### src/rtl/mono_gate_pkg.sv
package mono_gate_pkg;
   typedef enum logic [1:0] {
      ACT_HOLD  = 2'd0,
      ACT_START = 2'd1,
      ACT_STOP  = 2'd2
   } voice_act_e;
endpackage

### src/rtl/mng_event_decode.sv
module mng_event_decode
   import mono_gate_pkg::*;
#(
   parameter int CHAN_W     = 4,
   parameter int KEY_W      = 7,
   parameter int MATCH_CHAN = 3
) (
   input  logic              ev_valid,
   input  logic              ev_note_on,
   input  logic [CHAN_W-1:0] ev_chan,
   input  logic [KEY_W-1:0]  ev_key,
   input  logic [KEY_W-1:0]  held_key,
   output voice_act_e        act
);
   localparam logic [CHAN_W-1:0] MATCH_L = CHAN_W'(MATCH_CHAN);

   logic chan_hit;
   logic key_hit;

   assign chan_hit = ev_valid && (ev_chan == MATCH_L);
   assign key_hit  = (ev_key == held_key);

   always_comb begin
      act = ACT_HOLD;
      if (chan_hit) begin
         if (ev_note_on)   act = ACT_START;
         else if (key_hit) act = ACT_STOP;
      end
   end
endmodule

### src/rtl/mng_voice_reg.sv
module mng_voice_reg
   import mono_gate_pkg::*;
#(
   parameter int KEY_W = 7,
   parameter int VEL_W = 7
) (
   input  logic             clk,
   input  logic             rst_n,
   input  voice_act_e       act,
   input  logic [KEY_W-1:0] ev_key,
   input  logic [VEL_W-1:0] ev_vel,
   output logic             gate,
   output logic [KEY_W-1:0] key_q,
   output logic [VEL_W-1:0] vel_q
);
   always_ff @(posedge clk) begin
      if (!rst_n) begin
         gate  <= 1'b0;
         key_q <= '0;
         vel_q <= '0;
      end else begin
         unique case (act)
            ACT_START: begin
               gate  <= 1'b1;
               key_q <= ev_key;
               vel_q <= ev_vel;
            end
            ACT_STOP: gate <= 1'b0;
            default: ;
         endcase
      end
   end
endmodule

### src/rtl/mono_note_gate.sv
module mono_note_gate
   import mono_gate_pkg::*;
#(
   parameter int CHAN_W     = 4,
   parameter int KEY_W      = 7,
   parameter int VEL_W      = 7,
   parameter int MATCH_CHAN = 3
) (
   input  logic              clk,
   input  logic              rst_n,
   input  logic              ev_valid,
   input  logic              ev_note_on,
   input  logic [CHAN_W-1:0] ev_chan,
   input  logic [KEY_W-1:0]  ev_key,
   input  logic [VEL_W-1:0]  ev_vel,
   output logic              gate,
   output logic [KEY_W-1:0]  cur_key,
   output logic [VEL_W-1:0]  cur_vel
);
   localparam int CHAN_COUNT = 1 << CHAN_W;

   if (CHAN_W < 1 || CHAN_W > 8) begin : g_bad_chan_w
      $error("mono_note_gate: CHAN_W out of range");
   end
   if (KEY_W < 1 || VEL_W < 1) begin : g_bad_width
      $error("mono_note_gate: KEY_W and VEL_W must be positive");
   end
   if (MATCH_CHAN < 0 || MATCH_CHAN >= CHAN_COUNT) begin : g_bad_match
      $error("mono_note_gate: MATCH_CHAN does not fit CHAN_W");
   end

   voice_act_e act;

   mng_event_decode #(
      .CHAN_W(CHAN_W), .KEY_W(KEY_W), .MATCH_CHAN(MATCH_CHAN)
   ) u_dec (
      .ev_valid(ev_valid), .ev_note_on(ev_note_on), .ev_chan(ev_chan),
      .ev_key(ev_key), .held_key(cur_key), .act(act)
   );

   mng_voice_reg #(
      .KEY_W(KEY_W), .VEL_W(VEL_W)
   ) u_voice (
      .clk(clk), .rst_n(rst_n), .act(act), .ev_key(ev_key), .ev_vel(ev_vel),
      .gate(gate), .key_q(cur_key), .vel_q(cur_vel)
   );
endmodule

### config.mk
export PLATFORM = sky130hd
export DESIGN_NAME = mono_note_gate
export DESIGN_NICKNAME = d
export VERILOG_FILES = /design/src/rtl/mono_gate_pkg.sv /design/src/rtl/mng_event_decode.sv /design/src/rtl/mng_voice_reg.sv /design/src/rtl/mono_note_gate.sv
export SDC_FILE = /design/constraint.sdc
export NUM_CORES = 1
export LEC_CHECK = 0
export BUFFER_PORTS_ARGS = -buffer_cell sky130_fd_sc_hd__buf_4
export CORE_MARGIN = 3
export CORE_UTILIZATION = 45
export CTS_BUF_LIST = sky130_fd_sc_hd__clkbuf_2 sky130_fd_sc_hd__clkbuf_4 sky130_fd_sc_hd__clkbuf_8
export DETAILED_ROUTE_END_ITERATION = 7
export PLACE_DENSITY_LB_ADDON = 0.05
export SLEW_MARGIN = 20
export SYNTH_ARGS = -nofsm -noshare
export SYNTH_HDL_FRONTEND = slang
export SYNTH_HIERARCHICAL = 1
export SYNTH_SLANG_ARGS = --single-unit
### constraint.sdc
create_clock -name clk -period 4.75 [get_ports clk]
set_input_delay 0.475 -clock clk [delete_from_list [all_inputs] [get_ports clk]]
set_output_delay 0.475 -clock clk [all_outputs]
set_load 0.01 [all_outputs]
==> results of run 1 <==
cell families (layout without fill, tap and decap cells):
kind of cell | count (synthesis) | count (layout) | share of synthesized area
DFF | 15 | 15 | 0.417
adders and majority gates | 2 | 2 | 0.0348
and+or+nand+nor | 22 | 22 | 0.193
AOI/OAI and AO/OA | 1 | 1 | 0.0104
buffers and inverters | 6 | 43 | 0.0643
muxes | 14 | 14 | 0.195
xor gates and xnor gates | 7 | 7 | 0.0852
synthesized netlist by cell type (2+ instances only):
library cell,n,area share
dfxtp_1,15,0.42
ha_1,2,0.035
inv_1,3,0.016
mux2i_1,14,0.19
nand4_1,2,0.017
nor2b_1,14,0.12
xnor2_1,7,0.085
worst min-delay path by stage:
stage | from | endpoint | slack [ns] | cells past startpoint
6_report | ev_vel[5] | u_voice/vel_q[5] | 0.45 | 3
5_1_grt | ev_vel[3] | u_voice/vel_q[3] | 0.45 | 3
4_1_cts | ev_vel[5] | u_voice/vel_q[5] | 0.44 | 3
3_5_place_dp | u_voice/gate | u_voice/gate | 0.47 | 2
3_3_place_gp | u_voice/gate | u_voice/gate | 0.45 | 2
2_1_floorplan | u_voice/gate | u_voice/gate | 0.49 | 2
stage by stage:
stage	utilization	power, mW	std cells
floorplan	-	0.140	67
global placement	0.696	0.157	115
detailed placement	0.696	0.158	115
CTS	0.716	0.230	119
global route	0.716	0.236	119
finish	0.716	0.228	119
sequential cells by signal (all words and copies together), names as in the netlist:
signal / flops
u_voice/gate: 1
u_voice/key_q: 7
u_voice/vel_q: 7
cell type report:
class,instances,share of cell area
Multi-Input combinational cell,46,0.373
Sequential cell,15,0.300
Timing Repair Buffer,36,0.270
Clock buffer,3,0.0225
Tap cell,15,0.0188
Inverter,3,0.0113
Clock inverter,1,0.00500
critical path: cells and delay by family:
kind | cells | cell delay [ns]
multiplexers | 1 | 0.28
adder cells (fa/ha/maj) | 1 | 0.73
buffers and inverters | 1 | 0.11
AND/OR/NAND/NOR | 3 | 0.56
metal layers:
metal | vias to the layer above | track usage | part of all wire
li1 | 295 | - | -
met1 | 262 | 0.164 | 0.39
met2 | 22 | 0.288 | 0.51
met3 | 2 | 0.0356 | 0.089
met4 | 0 | 0.0852 | 0.0093
met5 | - | 0 | 0
power by group through the flow:
stage / clock [mW] / combinational (mW) / sequential, mW
final: 0.0733 / 0.0270 / 0.127
after global routing: 0.0790 / 0.0292 / 0.127
after CTS: 0.0748 / 0.0274 / 0.127
after detailed placement: 0 / 0.0274 / 0.130
after global placement: 0 / 0.0265 / 0.130
after floorplan: 0 / 0.00974 / 0.131
layout by cell type (no fill, tap or decap):
master    count
dfxtp_1      15
nand4_1       2
nand2_1       1
nor4_2        1
inv_1         3
nor2b_1      14
nor3_1        1
a21boi_0      1
ha_1          2
buf_4        36
or2_2         1
clkinv_2      1
clkbuf_4      3
nand3_1       1
or2_1         1
xnor2_1       7
mux2i_1      14
==> out/metrics.yaml, run 1 <==
maxSlewViolCount: 0
p_clk_frac: 0.322
post_cts_resized: 0
cts_hold_buf: 0
viasPerCell: 4.88
outcome: "completed"
setup_tns_ns: 0
worst_hold_slack_ns: 0.445
intPower_uw: 176
grt_max_degree: 16
path_cells: "buf_4 -> or2_1 -> nor3_1 -> ha_1 -> mux2i_1 -> nor2b_1"
slew_headroom: 0.464
synth_flop_cell: "dfxtp_1"
post_cts_buffers: 0
ios: 37
startpoint: "ev_chan[3]"
row_count: 13
die_area_um2: 2110
diodes: 0
peakVddDrop_v: 0.000160
cap_violations: 0
syn_inst: 67
r2r_slack_ns: 2.84
crit_end: "u_voice/key_q[0]"
ys_types: 17
r2r_start: "u_voice/key_q[4]"
start_kind: "primary input"
period_share: 0.415
ys_warn_count: 6
cp.arrival_ns: 2.16
fin_nets: 129
regArea_um2: 300
numClockSinks: 15
crit_fanout: 14
max_freq_mhz: 508
grt_pass1_vias: 590
cts_root_buf: "clkbuf_4"
synthesis.nets: 91
pre_cts_ws_ns: 2.45
max_stage_delay_ns: 0.73
syn-cell-area_um2: 719
clock_path_buffers: 2
p_sw_frac: 0.227
drtPass1Iterations: 2
critPathSlowestCell: "ha_1"
required_ns: 4.94
fin_ws_ns: 2.78
finClkSkew_ns: 0.00480
vias: 581
drc_errors: 0
worstSetupPathType: "in2reg"
crit_path_end_kind: "flop"
grt_usage: 0.159
wl_um: 1510
die_x_um: 46.0
yosysSeqAreaShare: 0.417
initial_utilization: 0.514
timing.rr.end: "u_voice/key_q[0]"
drive_above_1_share: 0.404
placedInstanceArea_um2: 973
finalWeightedCongestion: 0.680
path_clk_slew_ns: 0.09
finalInstanceArea_um2: 1000
routedWlPerCell_um: 12.7
setup_viol: 0
seqPwrFrac: 0.559
switching_power_uw: 51.8
drt-initial-drc-count: 3
tightest_slew_ns: 0.804
syn_area_per_cell_um2: 10.7
power_density_nw_per_um2: 227
multi_input_area_um2: 373
clk_latency_ns: 0.29
ctsHtreeMaxLevel: 1
total_leakage_power_nw: 0.393
synth_seq_cells: 15
gr-total-overflow: 0
ant_nets: 0
reg2reg_depth: 7
synthArstFlopShare: 0
antenna_found_initial: 0
hold_viol_final: 0
cts_buffers: 3
grt_pass1_wl_um: 2330
fillers: 115
period_needed_ns: 1.97
dp_hpwl_um: 1200
synth-edff-count: 0
chipHeight_um: 46.0
io_buffers: 36
syn_to_final_growth_pct: 39.1
rsz0062_at_grt: "false"
hold_class: "in2reg"
cts_tree: "built"
core_um2: 1400
power_frac_comb: 0.119
(Power assumes the default switching activity.)
==> run 2: changes to the inputs <==
ABC_AREA = 1   (was not set)
clock period = 2.1 ns   (was 4.75 ns; I/O delays follow)
==> out/metrics.yaml, run 2 <==
chipHeight_um: 48.8  # +6.1%
synth.most_common_cell: "nand2_1"
pre_cts_ws_ns: 0.266  # -2.19 ns
synthArstFlopShare: 0  # unchanged
core_um2: 1610  # +15%
fillers: 169  # +47%
wl_um: 1620  # +7.6%
yosysSeqAreaShare: 0.365  # -0.0526
path_cells: "nor2_1 -> nor2_1 -> nor2_1 -> nand2_1 -> nor2_1 -> inv_1 -> ha_1 -> nand2_1 -> nand2_1 -> nor2_1"
rsz0062_at_grt: "false"
antenna_found_initial: 0  # unchanged
setup_tns_ns: 0  # unchanged
drtPass1Iterations: 4  # +2
yosys-top-cells-count: "45 x nand2_1, 39 x nor2_1, 29 x inv_1"
crit_top_cell: "nor2_1"
critPathSlowestCell: "ha_1"
post_cts_buffers: 0  # unchanged
grt_pass1_wl_um: 2830  # +21%
cts_hold_buf: 0  # unchanged
grt_max_degree: 29  # +13
layout_common_cells: "45 x nand2_1, 39 x nor2_1, 36 x buf_4"
syn_inst: 139  # +110%
crit_path_end_kind: "flop"
cap_violations: 0  # unchanged
peakVddDrop_v: 0.000400  # +150%
cts_root_buf: "clkbuf_4"
routedWlPerCell_um: 8.15  # -36%
viasPerCell: 4.05  # -17%
clock_path_buffers: 2  # unchanged
diodes: 0  # unchanged
initial_utilization: 0.511  # -0.00344
period_share: 0.871
gr-total-overflow: 0  # unchanged
total_leakage_power_nw: 0.623  # +59%
dp_hpwl_um: 1230  # +2.8%
row_count: 14  # +1
drive_above_1_share: 0.229  # -0.175
path_clk_slew_ns: 0.11  # +0.02 ns
reg_top3: "u_voice/key_q: 7 flops, u_voice/vel_q: 7 flops, u_voice/gate: 1 flops"
numClockSinks: 15  # unchanged
max_freq_mhz: 547
die_area_um2: 2380  # +13%
synth_seq_cells: 15  # unchanged
grt_pass1_vias: 671  # +14%
ant_nets: 0  # unchanged
worstSetupPathType: "reg2reg"
vias: 805  # +39%
post_cts_resized: 0  # unchanged
finalWeightedCongestion: 0.771  # +13%
ys_warn_count: 6  # unchanged
syn-cell-area_um2: 823  # +14%
synth-edff-count: 0  # unchanged
cts_tree: "built"
fin_ws_ns: 0.271  # -2.51 ns
fin_nets: 200  # +55%
period_needed_ns: 1.83
ys_types: 10  # -7
required_ns: 2.31  # -2.63 ns
grt_usage: 0.156  # -0.00228
ios: 37  # unchanged
finClkSkew_ns: 0.00890  # +0.00409 ns
cts_buffers: 3  # unchanged
slew_headroom: 0.404  # -0.0599
yosysTopAreaCell: "dfxtp_1"
die_x_um: 48.8  # +6.1%
setup_viol: 0  # unchanged
synthTopCellsByArea: "dfxtp_1 36%, nand2_1 21%, nor2_1 18%, inv_1 13%, buf_6 5.5%"
synthesis.nets: 163  # +79%
max_stage_delay_ns: 0.73  # about the same
drc_errors: 0  # unchanged
start_kind: "flop"
outcome: "completed"
drt-initial-drc-count: 7  # +4
io_buffers: 36  # unchanged
power_density_nw_per_um2: 494  # +120%
hold_class: "in2reg"
ctsHtreeMaxLevel: 1  # unchanged
hold_viol_final: 0  # unchanged
syn_area_per_cell_um2: 5.92  # -45%
crit_fanout: 28  # +14
syn_to_final_growth_pct: 34.7
layout_commonest_cell: "nand2_1"
synth_top_area_share: 0.365  # -0.0526
tightest_slew_ns: 0.894  # +0.0899 ns
cp.arrival_ns: 2.04  # -0.12 ns
maxSlewViolCount: 0  # unchanged
clk_latency_ns: 0.30  # about the same
synth_flop_cell: "dfxtp_1"
==> run 2: cell types whose count changed in the layout (fill, tap and decap cells not counted), moves of 2 or more <==
| cell | previous run | this run |
|---|---|---|
| nor2_1 | 0 | 39 |
| xnor2_1 | 7 | 0 |
| nor2b_1 | 14 | 0 |
| mux2i_1 | 14 | 0 |
| nand4_1 | 2 | 0 |
| nand2_1 | 1 | 45 |
| inv_1 | 3 | 29 |
==> run 2: routing by layer <==
metal	track usage	up-vias	part of all wire
met5	0	-	0
li1	-	465	-
met1	0.194	313	0.46
met2	0.224	21	0.45
met3	0.0612	6	0.065
met4	0.0995	0	0.025
==> run 2: area by class of cell <==
class                           instances  area, µm²  share of cell area
Clock buffer                            3       22.5              0.0203
Inverter                               29        109              0.0982
Clock inverter                          1       7.51             0.00677
Sequential cell                        15        300               0.271
Tap cell                               24       30.0              0.0271
Multi-Input combinational cell         91        369               0.333
Timing Repair Buffer                   36        270               0.244
==> run 2: metrics by stage <==
stage	hold WS (ns)	cell area, µm²	power, mW	util	instances
final	0.189	1110	0.548	0.688	199
after global routing	0.183	1110	0.589	0.688	199
after floorplan	0.330	823	0.334	-	139
after global placement	0.460	1080	0.373	0.669	195
after detailed placement	0.464	1080	0.374	0.669	195
after CTS	0.178	1110	0.560	0.688	199
==> run 2: worst max-delay path: cells and delay by family (launching register included) <==
family,cells,cell delay (ns)
flip-flops,1,0.37
adder cells (fa/ha/maj),1,0.73
AND/OR/NAND/NOR,8,0.59
buffers and inverters,1,0.05
==> run 2: where the power goes <==
part	switching [mW]	internal [mW]
registers	0.00247	0.288
logic	0.0335	0.0432
clock network	0.108	0.0726
total	0.144	0.404
==> run 2: worst paths after layout <==
check,endpoint,startpoint,cells after the start,slack (ns)
setup / recovery,u_voice/vel_q[6],u_voice/key_q[6],10,0.27
hold / removal,u_voice/vel_q[4],ev_vel[4],5,0.19
setup reg to reg,u_voice/vel_q[6],u_voice/key_q[6],10,0.27
hold reg to reg,u_voice/vel_q[5],u_voice/vel_q[5],2,0.48
==> run 2: cells by family (layout without fill, tap and decap cells) <==
logic type      after synthesis  count (layout)  share of synthesized area
simple gates                 87              87                      0.401
flops                        15              15                      0.365
fa+ha+maj                     2               2                     0.0304
buf+inv                      33              69                      0.187
compound gates                1               1                    0.00607
xor+xnor                      1               1                     0.0106
